[src/rtl/rxf_pkg.sv]
package rxf_pkg;

   localparam logic [31:0] RXF_CRC_POLY = 32'h04C11DB7;

   typedef enum logic [1:0] {
      DA_INDIVIDUAL = 2'd0,
      DA_GROUP      = 2'd1,
      DA_BCAST      = 2'd2
   } da_kind_e;

   // One byte of CRC, data bits taken LSB first, MSB-first shift register
   function automatic logic [31:0] crc_step_byte(input logic [31:0] c, input logic [7:0] b);
      logic [31:0] r;
      r = c;
      for (int k = 0; k < 8; k++) begin
         if (r[31] ^ b[k]) r = {r[30:0], 1'b0} ^ RXF_CRC_POLY;
         else              r = {r[30:0], 1'b0};
      end
      return r;
   endfunction

endpackage

[src/rtl/rxf_frame_track.sv]
module rxf_frame_track #(
   parameter int DA_BYTES = 6,
   parameter int MIN_LEN  = 64,
   localparam int CNT_W   = $clog2(MIN_LEN + 1)
) (
   input  logic             clk,
   input  logic             rst_n,
   input  logic             rx_valid,
   input  logic             rx_sof,
   input  logic             rx_eof,
   output logic             sof_take,
   output logic             da_we,
   output logic [CNT_W-1:0] da_idx,
   output logic             da_last,
   output logic             eof_take,
   output logic             runt
);

   logic             open_q;
   logic [CNT_W-1:0] cnt_q;
   logic [CNT_W-1:0] pos;
   logic [CNT_W-1:0] len_now;
   logic             take;

   assign take     = rx_valid & (rx_sof | open_q);
   assign pos      = rx_sof ? '0 : cnt_q;
   assign len_now  = (pos == CNT_W'(MIN_LEN)) ? pos : pos + 1'b1;
   assign sof_take = take & rx_sof;
   assign da_we    = take & (pos < CNT_W'(DA_BYTES));
   assign da_idx   = pos;
   assign da_last  = take & (pos == CNT_W'(DA_BYTES - 1));
   assign eof_take = take & rx_eof;
   assign runt     = len_now < CNT_W'(MIN_LEN);

   always_ff @(posedge clk or negedge rst_n) begin
      if (!rst_n) begin
         open_q <= 1'b0;
         cnt_q  <= '0;
      end else if (take) begin
         open_q <= ~rx_eof;
         cnt_q  <= len_now;
      end
   end

endmodule

[src/rtl/rxf_da_hash.sv]
module rxf_da_hash
   import rxf_pkg::*;
#(
   parameter int DA_BYTES  = 6,
   parameter int HASH_BITS = 6,
   parameter int CNT_W     = 7,
   localparam int DA_W     = 8 * DA_BYTES
) (
   input  logic                 clk,
   input  logic                 rst_n,
   input  logic                 sof_take,
   input  logic                 da_we,
   input  logic [CNT_W-1:0]     da_idx,
   input  logic [7:0]           rx_data,
   output logic [DA_W-1:0]      da,
   output logic [HASH_BITS-1:0] hash_idx
);

   logic [31:0] crc_q;

   always_ff @(posedge clk or negedge rst_n) begin
      if (!rst_n)     crc_q <= '1;
      else if (da_we) crc_q <= crc_step_byte(sof_take ? 32'hFFFF_FFFF : crc_q, rx_data);
   end

   assign hash_idx = crc_q[31 -: HASH_BITS];

   for (genvar g = 0; g < DA_BYTES; g++) begin : g_slot
      logic [7:0] b_q;
      always_ff @(posedge clk or negedge rst_n) begin
         if (!rst_n)                                 b_q <= '0;
         else if (da_we && da_idx == CNT_W'(g))      b_q <= rx_data;
      end
      assign da[8*g +: 8] = b_q;
   end

endmodule

[src/rtl/rxf_match.sv]
module rxf_match
   import rxf_pkg::*;
#(
   parameter int DA_BYTES           = 6,
   parameter int HASH_BITS          = 6,
   parameter bit BCAST_OVER_PROMISC = 1'b1,
   localparam int DA_W              = 8 * DA_BYTES,
   localparam int HASH_W            = 1 << HASH_BITS
) (
   input  logic [DA_W-1:0]      da,
   input  logic [HASH_BITS-1:0] hash_idx,
   input  logic [DA_W-1:0]      station,
   input  logic [HASH_W-1:0]    uni_hash,
   input  logic [HASH_W-1:0]    grp_hash,
   input  logic                 bcast_reject,
   input  logic                 promisc,
   output logic                 accept
);

   da_kind_e kind;
   logic     addr_hit;

   assign kind = (&da) ? DA_BCAST : (da[0] ? DA_GROUP : DA_INDIVIDUAL);

   always_comb begin
      case (kind)
         DA_BCAST: addr_hit = ~bcast_reject;
         DA_GROUP: addr_hit = grp_hash[hash_idx];
         default:  addr_hit = (da == station) | uni_hash[hash_idx];
      endcase
   end

   if (BCAST_OVER_PROMISC) begin : g_bcast_first
      assign accept = (kind == DA_BCAST) ? addr_hit : (promisc | addr_hit);
   end else begin : g_promisc_first
      assign accept = promisc | addr_hit;
   end

endmodule

[src/rtl/eth_rx_addr_filter.sv]
module eth_rx_addr_filter #(
   parameter int DA_BYTES           = 6,
   parameter int HASH_BITS          = 6,
   parameter int MIN_LEN            = 64,
   parameter bit BCAST_OVER_PROMISC = 1'b1,
   localparam int DA_W              = 8 * DA_BYTES,
   localparam int HASH_W            = 1 << HASH_BITS,
   localparam int CNT_W             = $clog2(MIN_LEN + 1)
) (
   input  logic              clk,
   input  logic              rst_n,
   input  logic              rx_valid,
   input  logic              rx_sof,
   input  logic              rx_eof,
   input  logic [7:0]        rx_data,
   input  logic [DA_W-1:0]   cfg_station_addr,
   input  logic [HASH_W-1:0] cfg_uni_hash,
   input  logic [HASH_W-1:0] cfg_grp_hash,
   input  logic              cfg_bcast_reject,
   input  logic              cfg_promisc,
   output logic              addr_done,
   output logic              addr_accept,
   output logic              frame_done,
   output logic              frame_discard
);

   if (DA_BYTES < 1 || MIN_LEN <= DA_BYTES) begin : g_bad_len
      $error("eth_rx_addr_filter: MIN_LEN must exceed DA_BYTES >= 1");
   end
   if (HASH_BITS < 1 || HASH_BITS > 16) begin : g_bad_hash
      $error("eth_rx_addr_filter: HASH_BITS out of range");
   end

   logic                 sof_take, da_we, da_last, eof_take, runt;
   logic [CNT_W-1:0]     da_idx;
   logic [DA_W-1:0]      da;
   logic [HASH_BITS-1:0] hash_idx;
   logic                 match_ok, verdict_now;

   logic [DA_W-1:0]      station_q;
   logic [HASH_W-1:0]    uni_q, grp_q;
   logic                 bcrej_q, promisc_q;
   logic                 addr_done_q, verdict_q, fdone_q, fdisc_q;

   rxf_frame_track #(.DA_BYTES(DA_BYTES), .MIN_LEN(MIN_LEN)) trk_i (
      .clk, .rst_n, .rx_valid, .rx_sof, .rx_eof,
      .sof_take, .da_we, .da_idx, .da_last, .eof_take, .runt
   );

   rxf_da_hash #(.DA_BYTES(DA_BYTES), .HASH_BITS(HASH_BITS), .CNT_W(CNT_W)) hash_i (
      .clk, .rst_n, .sof_take, .da_we, .da_idx, .rx_data, .da, .hash_idx
   );

   rxf_match #(.DA_BYTES(DA_BYTES), .HASH_BITS(HASH_BITS),
               .BCAST_OVER_PROMISC(BCAST_OVER_PROMISC)) match_i (
      .da, .hash_idx, .station(station_q), .uni_hash(uni_q), .grp_hash(grp_q),
      .bcast_reject(bcrej_q), .promisc(promisc_q), .accept(match_ok)
   );

   always_ff @(posedge clk or negedge rst_n) begin
      if (!rst_n) begin
         station_q <= '0;
         uni_q     <= '0;
         grp_q     <= '0;
         bcrej_q   <= 1'b0;
         promisc_q <= 1'b0;
      end else if (sof_take) begin
         station_q <= cfg_station_addr;
         uni_q     <= cfg_uni_hash;
         grp_q     <= cfg_grp_hash;
         bcrej_q   <= cfg_bcast_reject;
         promisc_q <= cfg_promisc;
      end
   end

   assign verdict_now = addr_done_q ? match_ok : verdict_q;

   always_ff @(posedge clk or negedge rst_n) begin
      if (!rst_n) begin
         addr_done_q <= 1'b0;
         verdict_q   <= 1'b0;
         fdone_q     <= 1'b0;
         fdisc_q     <= 1'b0;
      end else begin
         addr_done_q <= da_last;
         if (addr_done_q) verdict_q <= match_ok;
         fdone_q     <= eof_take;
         fdisc_q     <= eof_take & (runt | ~verdict_now);
      end
   end

   assign addr_done     = addr_done_q;
   assign addr_accept   = addr_done_q & match_ok;
   assign frame_done    = fdone_q;
   assign frame_discard = fdisc_q;

endmodule

[config.mk]
export PLATFORM = sky130hd
export DESIGN_NAME = eth_rx_addr_filter
export DESIGN_NICKNAME = d
export VERILOG_FILES = /design/src/rtl/rxf_pkg.sv /design/src/rtl/rxf_frame_track.sv /design/src/rtl/rxf_da_hash.sv /design/src/rtl/rxf_match.sv /design/src/rtl/eth_rx_addr_filter.sv
export SDC_FILE = /design/constraint.sdc
export NUM_CORES = 1
export LEC_CHECK = 0
export CAP_MARGIN = 20
export CORE_MARGIN = 8
export CORE_UTILIZATION = 55
export DETAILED_ROUTE_END_ITERATION = 8
export PLACE_DENSITY_LB_ADDON = 0.12
export SLEW_MARGIN = 20
export SYNTH_ARGS = -nofsm -noshare
export SYNTH_HDL_FRONTEND = slang
export SYNTH_HIERARCHICAL = 1
export SYNTH_SLANG_ARGS = --single-unit
export TNS_END_PERCENT = 20
[constraint.sdc]
create_clock -name clk -period 3.9 [get_ports clk]
set_input_delay 0.585 -clock clk [delete_from_list [all_inputs] [get_ports clk]]
set_output_delay 0.585 -clock clk [all_outputs]
set_load 0.05 [all_outputs]
==> results of run 1 <==
cells in the final DEF, fill, tap and decap left out, types with 3 or more instances in the layout:
cell | synthesis | final
dfrtp_1 | 238 | 238
clkdlybuf4s50_1 | 0 | 192
mux2_2 | 142 | 142
mux2_4 | 102 | 102
xnor2_1 | 84 | 84
nor2_1 | 69 | 68
xor2_1 | 63 | 63
buf_4 | 10 | 35
mux4_2 | 32 | 32
dfstp_2 | 32 | 30
clkbuf_16 | 0 | 29
a21oi_1 | 18 | 18
nand4_1 | 16 | 16
nor4_1 | 15 | 15
nand2_1 | 14 | 14
mux2i_1 | 14 | 14
nor2b_1 | 9 | 9
nand3_1 | 9 | 9
clkinv_2 | 0 | 8
clkbuf_1 | 14 | 8
buf_12 | 0 | 5
inv_1 | 4 | 4
clkbuf_8 | 1 | 4
or3_1 | 4 | 4
nor2_2 | 3 | 4
xnor2_2 | 4 | 4
nor3b_1 | 4 | 4
o21ai_0 | 4 | 4
nand2b_1 | 3 | 3
and3_1 | 3 | 3
a22oi_1 | 3 | 3
nor3_1 | 3 | 3
synthesized netlist by cell type (all sizes together):
cell and instances:
nor2b 9, dfrtp 238, o21ai 6, nor4 15, o32a 1, nand2 14, o21a 1, xnor2 88
nor3 4, xor2 63, o22ai 2, inv 6, a32o 1, a21boi 1, mux4 32, mux2 244
buf 50, o211ai 2, or3 4, o31ai 1, and3 3, a211o 1, a2111oi 1, dfstp 32
nor2 72, nor3b 4, o311ai 1, a22oi 3, o2111ai 1, a21oi 18, and2 4, clkbuf 18
a21o 1, and4 2, mux2i 14, nand4b 2, nand3 9, nand2b 3, nand4 16, xnor3 2
power groups by stage:
stage | sequential (mW) | clock, mW | combinational [mW]
global route | 4.47 | 2.87 | 5.14
global placement | 4.42 | 0 | 4.49
detailed placement | 4.45 | 0 | 4.56
finish | 4.37 | 2.70 | 4.74
CTS | 4.37 | 2.75 | 4.77
floorplan | 4.06 | 0 | 3.79
worst paths after layout:
kind / endpoint / startpoint / slack, ns
max reg2reg: frame_discard / hash_i/crc_q[26] / 0.83
max in group asynchronous: station_q[25] / rst_n / 2.86
min in group clk: hash_i/crc_q[22] / hash_i/crc_q[22] / 0.50
min: grp_q[49] / rst_n / 0.08
max: addr_accept / hash_i/crc_q[26] / -0.01
min reg2reg: hash_i/crc_q[22] / hash_i/crc_q[22] / 0.50
worst max-delay path: stages (launching register included):
cell,delay [ns]
dfstp_4,0.64
buf_6,0.13
buf_12,0.11
mux4_2,0.48
mux4_2,0.51
o211ai_1,0.41
o311ai_4,0.17
and2_4,0.17
buf_6,0.14
per-stage QoR:
stage               instances  setup TNS (ns)
floorplan                 989               0
global placement         1479               0
detailed placement       1479               0
CTS                      1540               0
global route             1540         -0.0500
finish                   1540         -0.0136
state kept, by name, indices dropped and copies added, names as in the netlist, 7 cells and up:
name	flops
grp_q	64
trk_i/cnt_q	7
station_q	48
uni_q	64
hash_i/g_slot.b_q	48
hash_i/crc_q	32
repair_timing:
item | CTS | global route
hold endpoints to repair | 0 | 0
gates cloned | 0 | 0
setup endpoints to repair | 1 | 1
pin swaps | 3 | 1
setup buffers | 7 | 0
resized for setup | 8 | 0
routing by layer:
| layer | global-route usage | vias to the layer above |
|---|---|---|
| li1 | - | 3875 |
| met1 | 0.311 | 4339 |
| met2 | 0.352 | 221 |
| met3 | 0.0369 | 38 |
| met4 | 0.0470 | 0 |
| met5 | 0 | - |
cell type report:
cell class              instances  area share
inverters                       6     0.00133
well taps                     330      0.0243
repair buffers                235       0.137
clock buffers                  41      0.0478
clock inverters                13     0.00730
flip-flops and latches        270       0.401
multi-input cells             645       0.381
logic make-up after synthesis:
group	Yosys count
and+or+nand+nor	161
muxes	290
buffers and inverters	74
AOI/OAI and AO/OA	41
DFF	270
xor gates and xnor gates	153
==> flow_summary_export.csv, run 1 <==
group,metric,value,unit
outcome,outcome,"complete, but fails checks",
outcome,failed_checks,"negative setup slack",
detailed_routing,wl_met2,15900,um
floorplan,fp.dieW,174,um
placement,place_area,15900,sq um
floorplan,die-height,174,um
clock_network,numCtsBuffers,29,
timing,layout_setup_ws,-0.0136,ns
timing,rsz0062_at_grt,"true",
yosys,ys_ff_latch,270,
detailed_routing,dr.pass1.iters,5,
power_and_ir_drop,p_per_area,696,nW/um^2
setup_path,critPathArrivalTime,3.33,ns
clock_network,cts_buffer_depth,3,
yosys,seq_area_frac_synth,0.494,
detailed_routing,route.top_layer_used,"met4",
setup_path,worstSetupPathType,"flop to output port",
placement,hpwl,23600,um
timing,setup_viol,1,
finish,n_antenna_cell,0,
finish,layout.cell_area.non_filler,17000,sq um
yosys,synth_top_area_frac,0.433,
timing,maxSlewHeadroom,0.368,
finish,multi_input_area,6470,sq um
yosys,synthCells,989,
setup_path,worst_setup_path_end_kind,"output port",
finish,regArea,6800,sq um
yosys,syn_area,13800,sq um
clock_network,tritoncts,"done",
timing,maxSlewViolCount,0,
timing,hold_ws,0.0813,ns
grt,grt_first_pass_wirelength,53200,um
floorplan,start_util,0.553,
yosys,synth_fp_nets,1180,
power_and_ir_drop,p_int,7.98,mW
detailed_routing,drt-initial-drc-count,611,
yosys,synth_xor_area_frac,0.102,
setup_path,required,3.31,ns
floorplan,num_io_pins,195,
power_and_ir_drop,power_frac_clock,0.229,
power_and_ir_drop,p_comb_frac,0.401,
finish,drive_gt1_frac,0.340,
grt,grt.total_usage,0.220,
clock_network,clk_pin_slew,0.06,ns
grt,grt_pass1_vias,9268,
yosys,synthMuxAreaShare,0.290,
grt,antenna_found_initial,0,
power_and_ir_drop,power.switching,3.82,mW
power_and_ir_drop,irDropWorstVdd,460,uV
yosys,ys_top_cells_by_area,"dfrtp_1 (43%), mux2_2 (12%), mux2_4 (11%), dfstp_2 (6.1%), xnor2_1 (5.3%)",
yosys,synth_top_family_by_area,"multiplexers",
finish,final_util,0.682,
yosys,synth_top_area_cell,"dfrtp_1",
finish,area_delta_synth_final,23.3,%
placement,port_buffers,194,
clock_network,cts_max_level,1,
clock_network,clock_latency,0.55,ns
clock_network,cts_num_sinks,270,
floorplan,die_area,30300,sq um
grt,grt_max_degree,112,
yosys,syn_avg_cell_area,13.9,sq um
setup_path,start_kind,"flop",
finish,nFillCells,1777,
detailed_routing,wl_met1,15000,um
clock_network,postCtsHoldBufs,0,
flow_run,timing.max_cap.violations,0,
placement,gp_congestion,0.824,
grt,grt-ovfl-total,0,
setup_path,critPathMaxFanout,4,
placement,preCtsSetupSlack,0.464,ns
floorplan,coreArea,24900,sq um
yosys,yosysWarnings,6,
yosys,yosys.area_share.simple,0.0584,
min_path,hp-class,"primary input to asynchronous set/reset pin",
timing,hold_viol_final,0,
yosys,synth_cell_types,51,
yosys,synth-compound-area-share,0.0186,
setup_path,worstRegToRegCells,8,
timing,fin_crit,3.91,ns
timing,finalCritPeriodShare,1.00,
power_and_ir_drop,finalPower,11.8,mW
yosys,synth_adder_area_share,0,
floorplan,rows,58,
timing,fmaxAchievable,256,MHz
power_and_ir_drop,p_leak,7.17,nW
detailed_routing,via_count,8473,
detailed_routing,wl_per_cell,21.5,um
detailed_routing,ant_nets,0,
timing,finalClockSkew,0.0162,ns
detailed_routing,route.met3.wl,1600,um
clock_network,cts_root_buffer,"clkbuf_16",
detailed_routing,wirelength,33100,um
power_and_ir_drop,sw_frac_of_total,0.324,
power_and_ir_drop,pwr-share-seq,0.370,
detailed_routing,drc_errors,0,
finish,layout.nets,1378,
detailed_routing,routed_via_density,5.50,
timing,worst_pin_slew,0.948,ns
No activity file was read; power rests on OpenSTA's default activity.
==> run 2, diff against run 1 <==
CORE_MARGIN = 2   (was 8)
==> run 2 against run 1 <==
  * The run still ends with negative setup slack left
  * Critical path depth rose by 1
  * Global-route usage rose by 2.9 points
  * Utilization rose by 1.5 points
  * Largest cell class unchanged
  * Final cell count fell by 0.45%
  * Non-clock buffer count decreased by 4
  * Design area is 0.37% higher
==> flow_summary_export.csv, run 2 (same netlist as run 1, synthesis figures left out) <==
group,metric,value,unit
power_and_ir_drop,p_int,8.06,mW
grt,grt_max_degree,94,
floorplan,rows,57,
power_and_ir_drop,power_frac_clock,0.237,
timing,maxSlewViolCount,0,
power_and_ir_drop,p_leak,7.19,nW
power_and_ir_drop,pwr-share-seq,0.370,
placement,place_area,15900,sq um
detailed_routing,ant_nets,0,
min_path,hp-class,"flop to flop",
power_and_ir_drop,p_per_area,696,nW/um^2
timing,hold_viol_final,0,
timing,finalCritPeriodShare,1.00,
clock_network,cts_root_buffer,"clkbuf_16",
setup_path,start_kind,"flop",
timing,finalClockSkew,0.0118,ns
grt,antenna_found_initial,2,
setup_path,critPathMaxFanout,8,
timing,fmaxAchievable,256,MHz
timing,tns,-0.00444,ns
power_and_ir_drop,finalPower,11.9,mW
clock_network,cts_buffer_depth,3,
grt,grtUsageMet2,0.384,
outcome,outcome,"complete, but fails checks",
setup_path,worstSetupPathType,"flop to output port",
power_and_ir_drop,power.switching,3.79,mW
finish,layout_commonest_cell,"dfrtp_1",
timing,layout_setup_ws,-0.00444,ns
floorplan,die_area,26300,sq um
floorplan,coreArea,24500,sq um
timing,fin_crit,3.90,ns
detailed_routing,wl_per_cell,20.9,um
finish,area_delta_synth_final,23.7,%
setup_path,critPathArrivalTime,3.32,ns
power_and_ir_drop,irDropWorstVdd,545,uV
grt,grt_pass1_vias,9003,
power_and_ir_drop,p_comb_frac,0.393,
finish,drive_gt1_frac,0.341,
timing,setup_viol,1,
finish,largestRegisters,"grp_q x64, uni_q x64",
timing,maxSlewHeadroom,0.381,
setup_path,worst_setup_path_end_kind,"output port",
grt,grt_first_pass_wirelength,50700,um
detailed_routing,wirelength,32000,um
grt,busiest_layer,"met2",
clock_network,numCtsBuffers,30,
clock_network,clk_pin_slew,0.06,ns
detailed_routing,drt-initial-drc-count,511,
detailed_routing,dr.pass1.iters,5,
finish,layout.cell_area.non_filler,17000,sq um
floorplan,die-height,162,um
outcome,failed_checks,"negative setup slack",
floorplan,start_util,0.563,
clock_network,clock_latency,0.54,ns
placement,gp_congestion,0.825,
timing,rsz0062_at_grt,"true",
detailed_routing,drc_errors,0,
setup_path,rrSetupSlack,0.87,ns
detailed_routing,via_count,8503,
grt,grt_use_met1,0.365,
placement,port_buffers,194,
finish,layout_common_cells,"dfrtp_1 (238), clkdlybuf4s50_1 (192), mux2_2 (142)",
clock_network,cts_num_sinks,270,
finish,layout.nets,1375,
grt,grt-ovfl-total,0,
detailed_routing,routed_via_density,5.55,
floorplan,num_io_pins,195,
floorplan,fp.dieW,162,um
timing,worst_pin_slew,0.921,ns
flow_run,timing.max_cap.violations,0,
grt,use_met3,0.0434,
clock_network,cts_max_level,1,
power_and_ir_drop,sw_frac_of_total,0.320,
clock_network,tritoncts,"done",
finish,nFillCells,1737,
grt,grt.total_usage,0.249,
placement,hpwl,22300,um
setup_path,required,3.31,ns
[run 2: cell count changes in the layout (fill, tap and decap cells not counted), sizes merged]
cell and change:
diode +2, clkinvlp -2, dlygate4sd3 +1, clkinv -1, buf -6, clkbuf +5
[run 2: critical path, cell delays in order, from the launching register on]
cell and delay [ns]:
dfstp_4 0.70, buf_4 0.14, mux4_2 0.48, mux2i_1 0.19
mux4_2 0.29, nor3b_2 0.07, a2111oi_4 0.39, o311ai_4 0.20
and2_4 0.18, buf_6 0.14
[run 2: layout make-up]
class                      count  area [sq um]  share of cell area
antenna                        2          5.00            0.000294
sequential                   270          6800               0.399
multi-input combinational    645          6510               0.382
tap                          324           405              0.0238
clock buffer                  45           888              0.0522
clock inverter                10           104             0.00610
timing repair buffer         231          2300               0.135
inverter                       6          22.5             0.00132
[run 2: final timing paths]
check	startpoint	cells after the start	end
worst max-delay path	hash_i/crc_q[26]	9	addr_accept
worst max register to register	hash_i/crc_q[26]	9	frame_discard
min in group asynchronous	rst_n	2	grp_q[57]
max in group asynchronous	rst_n	3	hash_i/crc_q[1]
worst min-delay path	hash_i/crc_q[23]	2	hash_i/crc_q[23]
worst min register to register	hash_i/crc_q[23]	2	hash_i/crc_q[23]
[run 2: metrics by stage]
stage          instances  hold slack, ns  worst slack, ns  utilization
2_1_floorplan        989           0.289            0.862            -
3_3_place_gp        1467           0.483            0.371        0.649
3_5_place_dp        1467           0.490            0.374        0.649
4_1_cts             1524           0.500           0.0112        0.693
5_1_grt             1533           0.516          -0.0710        0.696
6_report            1533           0.496         -0.00444        0.696
[run 2: repair_timing]
item | CTS | global route
resized for setup | 9 | 7
hold endpoints to repair | 58 | 0
setup endpoints to repair | 1 | 1
gates cloned | 0 | 0
setup buffers | 1 | 7
pin swaps | 4 | 5
hold buffers | 1 | 0
[run 2: layer usage]
metal | vias up | share of wire | wire length, um
li1 | 3882 | - | -
met1 | 4323 | 0.46 | 14800
met2 | 242 | 0.46 | 14700
met3 | 56 | 0.052 | 1680
met4 | 0 | 0.026 | 826
met5 | - | 0 | 0
[run 2: power by group through the flow]
stage / registers [mW] / clock network (mW) / logic (mW)
finish: 4.39 / 2.81 / 4.66
global route: 4.49 / 2.98 / 5.05
CTS: 4.40 / 2.87 / 4.59
detailed placement: 4.43 / 0 / 4.50
global placement: 4.42 / 0 / 4.41
floorplan: 4.06 / 0 / 3.79
